$ cat src/rtl/exec_gate_pkg.sv
package exec_gate_pkg;

    localparam int SwW   = 4;
    localparam int FuseW = 8;
    localparam int LcW   = 4;

    localparam logic [SwW-1:0]   SW_TRUE    = 4'b0110;
    localparam logic [SwW-1:0]   SW_FALSE   = 4'b1001;
    localparam logic [FuseW-1:0] FUSE_TRUE  = 8'h96;
    localparam logic [FuseW-1:0] FUSE_FALSE = 8'h69;
    localparam logic [LcW-1:0]   LC_ON      = 4'b1010;
    localparam logic [LcW-1:0]   LC_OFF     = 4'b0101;

    typedef enum logic {
        LK_OPEN   = 1'b0,
        LK_SEALED = 1'b1
    } lock_state_e;

endpackage

$ cat src/rtl/mubi_decode.sv
module mubi_decode #(
    parameter int           W       = 4,
    parameter logic [W-1:0] TRUE_V  = '0,
    parameter logic [W-1:0] FALSE_V = '1
) (
    input  logic [W-1:0] val_i,
    output logic         true_o,
    output logic         valid_o
);
    logic is_false;

    always_comb begin
        true_o   = (val_i == TRUE_V);
        is_false = (val_i == FALSE_V);
        valid_o  = true_o | is_false;
    end
endmodule

$ cat src/rtl/exec_lock_reg.sv
module exec_lock_reg
    import exec_gate_pkg::*;
(
    input  logic           clk_i,
    input  logic           rst_ni,
    input  logic           wr_i,
    input  logic           sel_i,
    input  logic [SwW-1:0] wdata_i,
    output logic [SwW-1:0] en_q_o,
    output logic           open_o
);
    lock_state_e state_q, state_d;
    logic        en_we;

    // state register
    always_ff @(posedge clk_i or negedge rst_ni) begin
        if (!rst_ni) begin
            state_q <= LK_OPEN;
        end else begin
            state_q <= state_d;
        end
    end

    // next state and outputs
    always_comb begin
        state_d = state_q;
        open_o  = 1'b0;
        en_we   = 1'b0;
        unique case (state_q)
            LK_OPEN: begin
                open_o = 1'b1;
                en_we  = wr_i && !sel_i;
                if (wr_i && sel_i && !wdata_i[0]) begin
                    state_d = LK_SEALED;
                end
            end
            LK_SEALED: begin
                state_d = LK_SEALED;
            end
        endcase
    end

    always_ff @(posedge clk_i or negedge rst_ni) begin
        if (!rst_ni) begin
            en_q_o <= SW_FALSE;
        end else if (en_we) begin
            en_q_o <= wdata_i;
        end
    end
endmodule

$ cat src/rtl/fetch_gate.sv
module fetch_gate (
    input  logic permit_i,
    input  logic req_i,
    output logic req_o,
    output logic err_o
);
    always_comb begin
        req_o = req_i & permit_i;
        err_o = req_i & ~permit_i;
    end
endmodule

$ cat src/rtl/fetch_exec_gate.sv
module fetch_exec_gate
    import exec_gate_pkg::*;
#(
    parameter bit ExecSupport = 1'b1
) (
    input  logic             clk_i,
    input  logic             rst_ni,
    input  logic             cfg_wr_i,
    input  logic             cfg_sel_i,
    input  logic [SwW-1:0]   cfg_wdata_i,
    input  logic [FuseW-1:0] fuse_exec_i,
    input  logic [LcW-1:0]   lc_dbg_i,
    input  logic             fetch_req_i,
    output logic [SwW-1:0]   exec_en_o,
    output logic             exec_unlocked_o,
    output logic             permit_o,
    output logic             fetch_req_o,
    output logic             fetch_err_o,
    output logic             enc_err_o
);
    logic sw_true, sw_valid;
    logic fuse_true, fuse_valid;
    logic lc_true, lc_valid;

    exec_lock_reg u_lock (
        .clk_i   (clk_i),
        .rst_ni  (rst_ni),
        .wr_i    (cfg_wr_i),
        .sel_i   (cfg_sel_i),
        .wdata_i (cfg_wdata_i),
        .en_q_o  (exec_en_o),
        .open_o  (exec_unlocked_o)
    );

    mubi_decode #(.W(SwW), .TRUE_V(SW_TRUE), .FALSE_V(SW_FALSE)) u_sw_dec (
        .val_i (exec_en_o), .true_o (sw_true), .valid_o (sw_valid)
    );
    mubi_decode #(.W(FuseW), .TRUE_V(FUSE_TRUE), .FALSE_V(FUSE_FALSE)) u_fuse_dec (
        .val_i (fuse_exec_i), .true_o (fuse_true), .valid_o (fuse_valid)
    );
    mubi_decode #(.W(LcW), .TRUE_V(LC_ON), .FALSE_V(LC_OFF)) u_lc_dec (
        .val_i (lc_dbg_i), .true_o (lc_true), .valid_o (lc_valid)
    );

    generate
        if (ExecSupport) begin : g_exec
            always_comb permit_o = fuse_true ? sw_true : lc_true;
        end else begin : g_noexec
            always_comb permit_o = 1'b0;
        end
    endgenerate

    always_comb enc_err_o = ~(sw_valid & fuse_valid & lc_valid);

    fetch_gate u_gate (
        .permit_i (permit_o),
        .req_i    (fetch_req_i),
        .req_o    (fetch_req_o),
        .err_o    (fetch_err_o)
    );
endmodule

$ cat config.mk
export PLATFORM = sky130hd
export DESIGN_NAME = fetch_exec_gate
export DESIGN_NICKNAME = d
export VERILOG_FILES = /design/src/rtl/exec_gate_pkg.sv /design/src/rtl/mubi_decode.sv /design/src/rtl/exec_lock_reg.sv /design/src/rtl/fetch_gate.sv /design/src/rtl/fetch_exec_gate.sv
export SDC_FILE = /design/constraint.sdc
export NUM_CORES = 1
export LEC_CHECK = 0
export BUFFER_PORTS_ARGS = -buffer_cell sky130_fd_sc_hd__buf_2
export CORE_AREA = 2 2 39 41
export DETAILED_ROUTE_END_ITERATION = 10
export DIE_AREA = 0 0 41 43
export SLEW_MARGIN = 20
export SYNTH_ARGS = -nofsm -noshare
export SYNTH_HDL_FRONTEND = slang
export SYNTH_HIERARCHICAL = 1
export SYNTH_SLANG_ARGS = --single-unit
$ cat constraint.sdc
create_clock -name clk_i -period 1.89 [get_ports clk_i]
set_clock_uncertainty 0.05 [all_clocks]
set_input_delay 0.189 -clock clk_i [delete_from_list [all_inputs] [get_ports clk_i]]
set_output_delay 0.189 -clock clk_i [all_outputs]
set_load 0.005 [all_outputs]
Word-level counts from Yosys, hierarchy flattened
Cells that the tools add are included.
{"block": "word_totals", "regBits": 5, "inputBits": 21, "out_inout_bits": 9, "elab_cells": 28}
{"block": "op_classes", "n_eq_ne": 6, "mux": 5, "bitwise_logic": 10, "reduce_logical": 5}
{"op": "$eq 4x3->1 const B", "count": 2}
{"op": "$eq 4x4->1 const B", "count": 2}
{"op": "$eq 8x7->1 const B", "count": 1}
{"op": "$eq 8x8->1 const B", "count": 1}
{"op": "$and 1x1->1", "count": 4}
{"op": "$mux 1", "count": 4}
{"op": "$logic_and 1x1->1", "count": 3}
{"op": "$not 1->1", "count": 3}
{"op": "$or 1x1->1", "count": 3}
{"op": "$logic_not 1->1", "count": 2}
{"op": "$pmux 1 s2", "count": 1}

Longest topological paths before layout
Gate-level depths: netlist (run 1).
{"block": "logic_depth", "depth_word": 5, "depth_mapped": 4}

Modules after synthesis
The synthesis (run 1) kept the hierarchy.
{"mod": "exec_lock_reg", "instances": 1, "cells_per_inst": 13, "area_each_um2": 203.9}
{"mod": "mubi_decode (u_lc_dec ...)", "instances": 2, "cells_per_inst": 3, "area_each_um2": 31.3}
{"mod": "mubi_decode (u_fuse_dec)", "instances": 1, "cells_per_inst": 6, "area_each_um2": 56.3}
{"mod": "fetch_exec_gate", "instances": 1, "cells_per_inst": 2, "area_each_um2": 20.0}
{"mod": "fetch_gate", "instances": 1, "cells_per_inst": 2, "area_each_um2": 16.3}

Worst setup path before layout (run 1)
No wires, ideal clock.
{"block": "synth_path", "path_type": "register to output", "start": "reg u_lock.en_q_o[3]", "end": "out fetch_err_o", "arrival_time_ns": 1.212, "t_required_ns": 1.651, "path_slack_ns": 0.439, "path_stages_with_launch": 4, "n_path_buf": 0, "path_cell_list": "dfstp_2 -> and4bb_1 -> mux2_4 -> and2b_2"}
{"block": "synth_between", "elab_chain_len": 4}
{"element": "from (decl)", "line": "exec_lock_reg.sv:9", "source": "output logic [SwW-1:0] en_q_o,"}
{"element": "from (signal assigned)", "line": "exec_lock_reg.sv:47", "source": "en_q_o <= wdata_i;"}
{"element": "$eq 4x3->1", "line": "mubi_decode.sv:13", "source": "true_o = (val_i == TRUE_V);"}
{"element": "net sw_true", "line": "fetch_exec_gate.sv:21", "source": "logic sw_true, sw_valid;"}
{"element": "$mux 1", "line": "fetch_exec_gate.sv:47", "source": "always_comb permit_o = fuse_true ? sw_true : lc_true;"}
{"element": "net permit_o", "line": "fetch_exec_gate.sv:16", "source": "output logic permit_o,"}
{"element": "$not 1->1", "line": "fetch_gate.sv:9", "source": "err_o = req_i & ~permit_i;"}
{"element": "$and 1x1->1", "line": "fetch_gate.sv:9"}
{"element": "to (decl)", "line": "fetch_exec_gate.sv:18", "source": "output logic fetch_err_o,"}
The timed path passes the listed nets, and every way through them passes these cells.

Worst setup path after layout (run 1)
{"block": "layout_path", "start": "reg u_lock.en_q_o[3]", "end": "out fetch_err_o"}
{"block": "layout_between", "elab_chain_len": 4}
{"element": "$eq 4x3->1", "line": "mubi_decode.sv:13"}
{"element": "net sw_true", "line": "fetch_exec_gate.sv:21"}
{"element": "$mux 1", "line": "fetch_exec_gate.sv:47"}
{"element": "$not 1->1", "line": "fetch_gate.sv:9"}
{"element": "$and 1x1->1", "line": "fetch_gate.sv:9"}
The timed path passes the listed nets, and every way through them passes these cells.

==> flow_summary.yaml, run 1 <==
floorplanning:
  ios: 30
  die_h_um: 43
  num_rows: 14
  core-area_sq_um: 1380
  die_area_sq_um: 1760
  fp.dieW_um: 41
  initial_core_util: 0.259
cts:
  clkSinkCount: 5
  htreeDepth: 1
  insertion_delay_ns: 0.24
  cts_buffers: 3
  cts_tree: "yes"
  clockBufferDepth: 2
  clk_pin_slew_worst_paths_ns: 0.04
  postCtsSetupRepairBufs: 0
  cts-root-buf: "clkbuf_4"
grt:
  antenna_found_initial: 0
  grt_pass1_vias: 322
  met2_usage: 0.150
  overflow: 0
  use_met1: 0.0915
  met3_usage: 0.0314
  grt_usage: 0.0979
  grt_pass1_wl_um: 1100
  grt_max_degree: 6
  grt.busiest_layer: "met2"
route:
  dr_total_vias: 374
  dr.pass1.iters: 4
  drc: 0
  postRouteAntennaNets: 0
  post_drt_wl_per_cell_um: 10.1
  first_iter_violations: 2
  drt-total-wl_um: 795
  viasPerCell: 4.73
critical_path:
  arrival_ns: 1.55
  criticalPathCategory: "reg2out"
  cp_slowest_cell: "dfstp_2"
  r2r_start: "u_lock/state_q$_DFF_PN0_"
  worstSetupEndpointType: "output port"
  startpoint_type: "register"
  cp_slowest_stage_delay_ns: 0.54
  reg2regPathDepth: 2
  r2r_slack_ns: 0.69
  worstPathRequired_ns: 1.65
  path_cells: "and4bb_1 > mux2_4 > and2b_2 > buf_2"
  critPathMaxFanout: 4
  cp_top_family: "flip-flops"
  rr_endpoint: "u_lock/en_q_o[1]$_DFFE_PN0P_"
  cp_num_buf_inv: 1
logic_synthesis:
  netlist-cell-type-count: 18
  syn_inst: 29
  ys_seq_area_frac: 0.355
  synth_seq_cells: 5
  yosys_warnings: 6
  synthesis.area_sq_um: 359
  syn_nets: 50
  synth_area_per_cell_sq_um: 12.4
power:
  powerDensity_nw_per_um2: 505
  power.leakage_nw: 0.304
  max-vdd-ir-drop_mv: 0.299
place:
  dp.cells: 74
  finalWeightedCongestion: 0.631
  portBuffers: 29
timing:
  tightest_slew_ns: 0.277
  maxSlewHeadroom: 0.813
  layout_min_cycle_time_ns: 1.79
  rsz0062_at_grt: "false"
  finalHoldViolCount: 0
  fmax_ghz: 0.560
  setup_viol: 0
  slew_viol_final: 0
  fin_crit_sh: 0.945
  tns_ns: 0
finish:
  fillers: 141
  syn_to_final_growth_pct: 56.1
  fin_nets: 85
  antennaDiodeCount: 0
  final_cells: 79
  layout-drive-gt1-share: 0.714
  seqCellArea_sq_um: 128
  multi_input_area_sq_um: 228
min_path:
  hold_path.class: "in2reg"
  hold_path_depth: 2
  hp-start: "cfg_wdata_i[0]"
  min_to: "u_lock/state_q$_DFF_PN0_"
flow_run:
  drv_cap: 0
status:
  outcome: "complete, no violations"
==> worst reg2reg max path, stage by stage (launching register included) <==
cell and delay (ns):
dfrtp_1 0.40, nor3b_4 0.27, mux2_2 0.37
==> kinds of logic (layout without fill, tap and decap cells) <==
logic type,count (synthesis),in the layout,synth area share
compound gates,2,2,0.0348
buf+inv,1,35,0.0104
flops,5,5,0.355
mux,5,5,0.167
simple gates,16,16,0.432
==> routing by layer <==
| layer | vias to the layer above | routed length (um) |
|---|---|---|
| met5 | - | 0 |
| met4 | 0 | 0 |
| met3 | 0 | 133 |
| met2 | 31 | 363 |
| met1 | 163 | 297 |
| li1 | 180 | - |
==> layout make-up <==
cell class / instances / share of cell area
repair buffers: 30 / 0.277
multi-input cells: 23 / 0.406
clock buffers: 4 / 0.0469
flip-flops and latches: 5 / 0.228
well taps: 16 / 0.0357
inverters: 1 / 0.00670
==> cells in the final DEF, fill, tap and decap left out <==
cell	count
clkbuf_1	1
clkbuf_4	3
mux2_4	1
a21o_1	1
and4bb_2	2
o21ai_0	1
dfrtp_1	3
nor2_2	1
and2_2	1
or2_1	2
and2b_2	1
nand2_1	1
nor3b_4	1
and4bb_1	2
buf_2	29
nand4bb_1	2
nand3_1	1
inv_1	1
dfstp_2	2
dlygate4sd3_1	1
mux2_2	4
nor4bb_1	2
==> timing repair <==
| action | CTS | global route |
|---|---|---|
| endpoints found under the hold margin | 5 | 0 |
| hold buffers | 1 | 0 |
| resized for setup | 0 | 0 |
==> through the flow <==
stage	worst slack [ns]	hold slack (ns)	utilization	power (mW)	instance area [sq um]
after floorplan	0.439	-0.157	-	0.132	359
after detailed placement	0.347	-0.0436	0.379	0.163	524
after CTS	0.0798	0.0912	0.405	0.292	561
after global placement	0.378	-0.0405	0.379	0.163	524
final	0.103	0.102	0.405	0.283	561
after global routing	0.0169	0.122	0.405	0.307	561
==> worst max path at each step <==
stage             endpoint                          from  depth (start not counted)
4_1_cts        fetch_err_o  u_lock/en_q_o[3]$_DFFE_PN1P_                          4
3_3_place_gp   fetch_err_o  u_lock/en_q_o[3]$_DFFE_PN1P_                          4
5_1_grt        fetch_err_o  u_lock/en_q_o[3]$_DFFE_PN1P_                          4
3_5_place_dp   fetch_err_o  u_lock/en_q_o[3]$_DFFE_PN1P_                          4
6_report       fetch_err_o  u_lock/en_q_o[3]$_DFFE_PN1P_                          4
2_1_floorplan  fetch_err_o  u_lock/en_q_o[3]$_DFFE_PN1P_                          3
==> state kept, by name, summed over array words and instances (netlist names) <==
name and cells:
u_lock/en_q_o 4, u_lock/state_q 1
==> Yosys cell counts <==
master	number	area share
and2_2	1	0.021
mux2_4	1	0.042
nor3b_4	1	0.052
or2_1	2	0.035
nand4bb_1	2	0.063
inv_1	1	0.010
and2b_2	1	0.024
nand3_1	1	0.014
nor2_2	1	0.017
nor4bb_1	2	0.056
nand2_1	1	0.010
mux2_2	4	0.13
dfrtp_1	3	0.21
a21o_1	1	0.021
dfstp_2	2	0.15
and4bb_2	2	0.070
and4bb_1	2	0.070
o21ai_0	1	0.014
==> where the power goes <==
group	leakage, nW	switching (mW)	internal (mW)
Sequential	0.0564	0.00306	0.112
Clock	0.0150	0.0403	0.0796
Combinational	0.232	0.0166	0.0315
Total	0.304	0.0600	0.223
No activity file was read; power rests on OpenSTA's default activity.
==> run 2: changes to the inputs <==
--- a/config.mk
+++ b/config.mk
@@ -12,5 +12,4 @@
 export SLEW_MARGIN = 20
 export SYNTH_ARGS = -nofsm -noshare
 export SYNTH_HDL_FRONTEND = slang
-export SYNTH_HIERARCHICAL = 1
 export SYNTH_SLANG_ARGS = --single-unit
==> run 2 against run 1 <==
Hold slack better by 0.0050 ns. Register-to-register slack worse by 0.03 ns. Core utilization is 1.3 points lower. Maximum frequency rose by 8.5%. Global-route usage rose by 2.2 points. Non-clock buffer count is the same.
==> flow_summary.yaml, run 2 <==
status:
  outcome: "complete, no violations"
grt:
  antenna_found_initial: 0
  grt_max_degree: 6
  grt_pass1_vias: 369
  grt_pass1_wl_um: 1350
  grt_usage: 0.119
  overflow: 0
logic_synthesis:
  synth_top_family_by_area: "simple AND/OR/NAND/NOR gates"
  syn_nets: 51
  yosysTopAreaCell: "dfrtp_1"
  synthesis.area_sq_um: 342
  synth_area_per_cell_sq_um: 11.4
  synth_top_cell_area_share: 0.220
  synth_flop_cell: "dfrtp_1"
  synth_edf_count: 0
  netlist-cell-type-count: 17
  synth_mux_area_frac: 0.132
  ys_seq_area_frac: 0.374
  synth_common_cells: "and4bb_2, mux2_2, nand2_1"
  synth_seq_cells: 5
  synth_compound_gate_area_share: 0.110
  synth_area_leaders: "dfrtp_1, dfstp_2, and4bb_2"
  synthAdderAreaFrac: 0
  synth-xor-area-share: 0
  syn_inst: 30
  async_reset_ff_frac: 1.00
  yosys_warnings: 0
  yosys.area_share.simple: 0.374
timing:
  tightest_slew_ns: 0.323
  slew_viol_final: 0
  fin_crit_sh: 0.871
  layout_min_cycle_time_ns: 1.65
  rsz0062_at_grt: "false"
  finalHoldViolCount: 0
  tns_ns: 0
  setup_viol: 0
  fmax_ghz: 0.607
  maxSlewHeadroom: 0.784
  hold_ws_ns: 0.107
min_path:
  min_to: "u_lock.state_q$_DFF_PN0_"
  hold_path.class: "in2reg"
  hp-start: "cfg_wdata_i[0]"
  hold_path_depth: 2
route:
  drt-total-wl_um: 822
  dr_total_vias: 384
  drc: 0
  postRouteAntennaNets: 0
  dr.pass1.iters: 3
  first_iter_violations: 4
  post_drt_wl_per_cell_um: 10.3
  viasPerCell: 4.80
floorplanning:
  die_area_sq_um: 1760
  core-area_sq_um: 1380
  ios: 30
  die_h_um: 43
  initial_core_util: 0.247
  fp.dieW_um: 41
  num_rows: 14
finish:
  largest_reg_flops: 4
  fin_nets: 86
  top_register: "u_lock.en_q_o"
  final_cell_mix: "buf_2, and4bb_2, nand2_1, mux2_2"
  fin_area_sq_um: 543
  largest_registers: "u_lock.en_q_o: 4 flops, u_lock.state_q: 1 flops"
  final_cells: 80
  layout_commonest_cell: "buf_2"
  final_core_utilization: 0.392
  antennaDiodeCount: 0
  syn_to_final_growth_pct: 59.0
  layout-drive-gt1-share: 0.688
power:
  internal_power_uw: 222
  max-vdd-ir-drop_mv: 0.315
  swShare: 0.225
  p_seq_frac: 0.402
  pwr-share-comb: 0.162
  powerDensity_nw_per_um2: 528
  switchingPower_uw: 64.5
  power.leakage_nw: 0.279
  power_frac_clock: 0.436
critical_path:
  worstSetupEndpointType: "output port"
  criticalPathCategory: "reg2out"
  critPathMaxFanout: 4
  reg2regPathDepth: 2
  worstPathRequired_ns: 1.65
  r2r_start: "u_lock.state_q$_DFF_PN0_"
  r2r_slack_ns: 0.66
  crit_start: "u_lock.en_q_o[0]$_DFFE_PN1P_"
  rr_endpoint: "u_lock.en_q_o[1]$_DFFE_PN0P_"
  arrival_ns: 1.41
  startpoint_type: "register"
cts:
  htreeDepth: 1
  clk_pin_slew_worst_paths_ns: 0.04
  postCtsSetupRepairBufs: 0
  insertion_delay_ns: 0.24
  clkSinkCount: 5
  cts_tree: "yes"
  post_cts_resized: 0
  cts_buffers: 3
  cts-root-buf: "clkbuf_4"
  clockBufferDepth: 2
place:
  dp.cells: 75
  finalWeightedCongestion: 0.637
  post_dp_cell_area_sq_um: 507
  portBuffers: 29
flow_run:
  drv_cap: 0
-- run 2: routing by layer --
metal	wire, um	track usage
met4	20	0.100
met1	291	0.0957
met5	0	0
met2	429	0.203
met3	81	0.0471
-- run 2: cells by family after synthesis --
| family | Yosys count |
|---|---|
| buffers and inverters | 1 |
| DFF | 5 |
| AOI/OAI and AO/OA | 5 |
| muxes | 4 |
| and+or+nand+nor | 15 |
-- run 2: power by group through the flow --
stage / Sequential [mW] / Combinational [mW] / Clock [mW]
floorplan: 0.116 / 0.0145 / 0
global placement: 0.116 / 0.0443 / 0
detailed placement: 0.117 / 0.0453 / 0
CTS: 0.115 / 0.0471 / 0.131
global route: 0.116 / 0.0521 / 0.137
finish: 0.115 / 0.0464 / 0.125
-- run 2: worst max path at each step --
stage | end | depth (start not counted)
finish | fetch_err_o | 4
floorplan | fetch_err_o | 3
detailed placement | fetch_err_o | 4
CTS | fetch_err_o | 4
global route | fetch_err_o | 4
global placement | enc_err_o | 4
-- run 2: final cells by class --
cell class / count / area (sq um)
Clock buffer: 4 / 26.3
Multi-Input combinational cell: 24 / 210
Timing Repair Buffer: 30 / 155
Fill cell: 141 / 841
Tap cell: 16 / 20.0
Sequential cell: 5 / 128
Inverter: 1 / 3.75
-- run 2: worst max-delay path: stages, from the launching register on --
cell and delay [ns]:
dfstp_2 0.54, and4bb_2 0.25, nand3_1 0.12, and3_1 0.16, buf_2 0.10
-- run 2: repair_timing --
item	4_1_cts	5_1_grt
hold buffers	1	0
endpoints found under the setup margin	0	0
endpoints found under the hold margin	5	0
-- run 2: through the flow --
step                setup WS (ns)  power, mW
floorplan                   0.615      0.131
global placement            0.519      0.161
detailed placement          0.498      0.162
CTS                         0.227      0.293
global route                0.145      0.305
finish                      0.243      0.287
==> run 3: changes to the inputs <==
--- a/config.mk
+++ b/config.mk
@@ -5,6 +5,7 @@
 export SDC_FILE = /design/constraint.sdc
 export NUM_CORES = 1
 export LEC_CHECK = 0
+export ABC_AREA = 1
 export BUFFER_PORTS_ARGS = -buffer_cell sky130_fd_sc_hd__buf_2
 export CORE_AREA = 2 2 39 41
 export DETAILED_ROUTE_END_ITERATION = 10
==> run 3 against run 2 <==
Combinational power is 7.1% higher. Maximum frequency is 12% higher. Clock-buffer cell count stayed put. Highest routed layer is now met3. Sequential share of layout area is 2.9 points lower. Sequential power is 6% lower. Critical path depth is 3 higher.
==> flow_summary.yaml, run 3 <==
timing:
  fin_crit_sh: 0.781
  tns_ns: 0
  hold_ws_ns: 0.126
  setup_viol: 0
  fmax_ghz: 0.678
  rsz0062_at_grt: "false"
  slew_viol_final: 0
  maxSlewHeadroom: 0.913
  tightest_slew_ns: 0.129
  setup_ws_ns: 0.415
  layout_min_cycle_time_ns: 1.48
  finalHoldViolCount: 0
logic_synthesis:
  syn_inst: 65
  yosysTopAreaCell: "dfrtp_1"
  synth_edf_count: 0
  synth_most_common_cell: "nand2_1"
  async_reset_ff_frac: 1.00
  synth_area_leaders: "dfrtp_1, dfstp_2, nand2_1"
  synth_common_cells: "nand2_1, inv_1, nand3_1, nor2_1"
  synth_seq_cells: 5
  synth_area_per_cell_sq_um: 6.41
  ys_seq_area_frac: 0.306
  synth_top_cell_area_share: 0.180
  synth_flop_cell: "dfrtp_1"
  netlist-cell-type-count: 13
  yosys_warnings: 0
  syn_nets: 86
  synthesis.area_sq_um: 417
cts:
  cts_tree: "yes"
  post_cts_resized: 0
  postCtsSetupRepairBufs: 0
  clockBufferDepth: 2
  clkSinkCount: 5
  cts_hold_buf: 1
  cts-root-buf: "clkbuf_4"
  cts_buffers: 3
  insertion_delay_ns: 0.24
  clk_pin_slew_worst_paths_ns: 0.04
  htreeDepth: 1
finish:
  fin_nets: 121
  layout-drive-gt1-share: 0.455
  seqCellArea_sq_um: 128
  syn_to_final_growth_pct: 48.3
  largest_registers: "u_lock.en_q_o: 4 flops, u_lock.state_q: 1 flops"
  largest_reg_flops: 4
  antennaDiodeCount: 0
  fin_area_sq_um: 618
  layout_commonest_cell: "buf_2"
  top_register: "u_lock.en_q_o"
  fillers: 160
  multi_input_area_sq_um: 233
  final_cell_mix: "buf_2, nand2_1, inv_1"
critical_path:
  startpoint_type: "register"
  cp_slowest_stage_delay_ns: 0.55
  criticalPathCategory: "reg2out"
  worstPathRequired_ns: 1.65
  cp_num_buf_inv: 2
  path_cells: "inv_1 > nand2_1 > nor2_1 > nand3_1 > nand2_2 > nor2_2 > buf_2"
  crit_start: "u_lock.en_q_o[0]$_DFFE_PN1P_"
  r2r_start: "u_lock.state_q$_DFF_PN0_"
  worstSetupEndpointType: "output port"
  arrival_ns: 1.24
  critPathMaxFanout: 5
  cp_slowest_cell: "dfstp_2"
  cp_top_family: "flip-flops"
power:
  power_uw: 280
  swShare: 0.240
  max-vdd-ir-drop_mv: 0.204
  switchingPower_uw: 67.1
  p_seq_frac: 0.384
  powerDensity_nw_per_um2: 453
  power_frac_clock: 0.438
  internal_power_uw: 213
  power.leakage_nw: 0.382
  pwr-share-comb: 0.177
floorplanning:
  core-area_sq_um: 1380
  fp.dieW_um: 41
  num_rows: 14
  die_h_um: 43
  ios: 30
  die_area_sq_um: 1760
  initial_core_util: 0.301
grt:
  grt_max_degree: 9
  grt_pass1_vias: 433
  grt_pass1_wl_um: 1500
  grt_usage: 0.126
  overflow: 0
  antenna_found_initial: 0
place:
  finalWeightedCongestion: 0.694
  detailedPlace.worstSlack_ns: 0.658
  post_dp_cell_area_sq_um: 582
  portBuffers: 29
  dpl.hpwl_um: 793
route:
  drc: 0
  drt-total-wl_um: 897
  first_iter_violations: 5
  dr.pass1.iters: 4
  viasPerCell: 4.18
  post_drt_wl_per_cell_um: 7.80
  postRouteAntennaNets: 0
  dr_total_vias: 481
flow_run:
  drv_cap: 0
min_path:
  hp-start: "cfg_wdata_i[0]"
  hold_path.class: "in2reg"
status:
  outcome: "complete, no violations"
-- run 3: per-stage QoR --
step,std cells,utilization
final,115,0.447
after global routing,115,0.447
after CTS,115,0.447
after detailed placement,110,0.420
after global placement,110,0.420
after floorplan,65,-
-- run 3: worst register-to-register path, cell delays in order, from the launching register on --
cell,delay (ns)
dfrtp_1,0.36
inv_2,0.08
nand3b_4,0.12
nand2_1,0.07
o21ai_1,0.06
-- run 3: per-layer routing --
metal  routed length [um]  vias to the layer above  part of all wire  GRT usage
li1                     -                      264                 -          -
met1                  335                      197              0.37      0.120
met2                  488                       20              0.54      0.219
met3                   74                        0             0.082     0.0157
met4                    0                        0                 0      0.100
met5                    0                        -                 0          0
-- run 3: cell type report --
| class | count | share of cell area |
|---|---|---|
| timing repair buffer | 30 | 0.251 |
| tap | 16 | 0.0324 |
| clock buffer | 4 | 0.0425 |
| multi-input combinational | 45 | 0.377 |
| sequential | 5 | 0.206 |
| inverter | 15 | 0.0911 |
-- run 3: cell families (layout without fill, tap and decap cells) --
kind of cell	after synthesis	after routing	share of synthesized area
and+or+nand+nor	39	39	0.486
DFF	5	5	0.306
buffers and inverters	15	49	0.135
AOI/OAI and AO/OA	6	6	0.0721
-- run 3: worst paths after layout --
| check | end | slack [ns] | depth (start not counted) |
|---|---|---|---|
| worst max-delay path | fetch_err_o | 0.41 | 7 |
| worst min register to register | u_lock.state_q$_DFF_PN0_ | 0.42 | 2 |
| worst max register to register | u_lock.en_q_o[1]$_DFFE_PN0P_ | 1.03 | 4 |
| worst min-delay path | u_lock.en_q_o[0]$_DFFE_PN1P_ | 0.13 | 3 |
| min in group asynchronous | u_lock.en_q_o[2]$_DFFE_PN0P_ | 0.24 | 2 |
| max in group asynchronous | u_lock.en_q_o[3]$_DFFE_PN1P_ | 1.33 | 2 |
-- run 3: power by group through the flow --
stage                     registers, mW  logic, mW  clock network (mW)
after global placement            0.109     0.0474                   0
after global routing              0.108     0.0578               0.133
after detailed placement          0.109     0.0487                   0
after floorplan                   0.109     0.0190                   0
after CTS                         0.108     0.0504               0.130
final                             0.108     0.0497               0.123
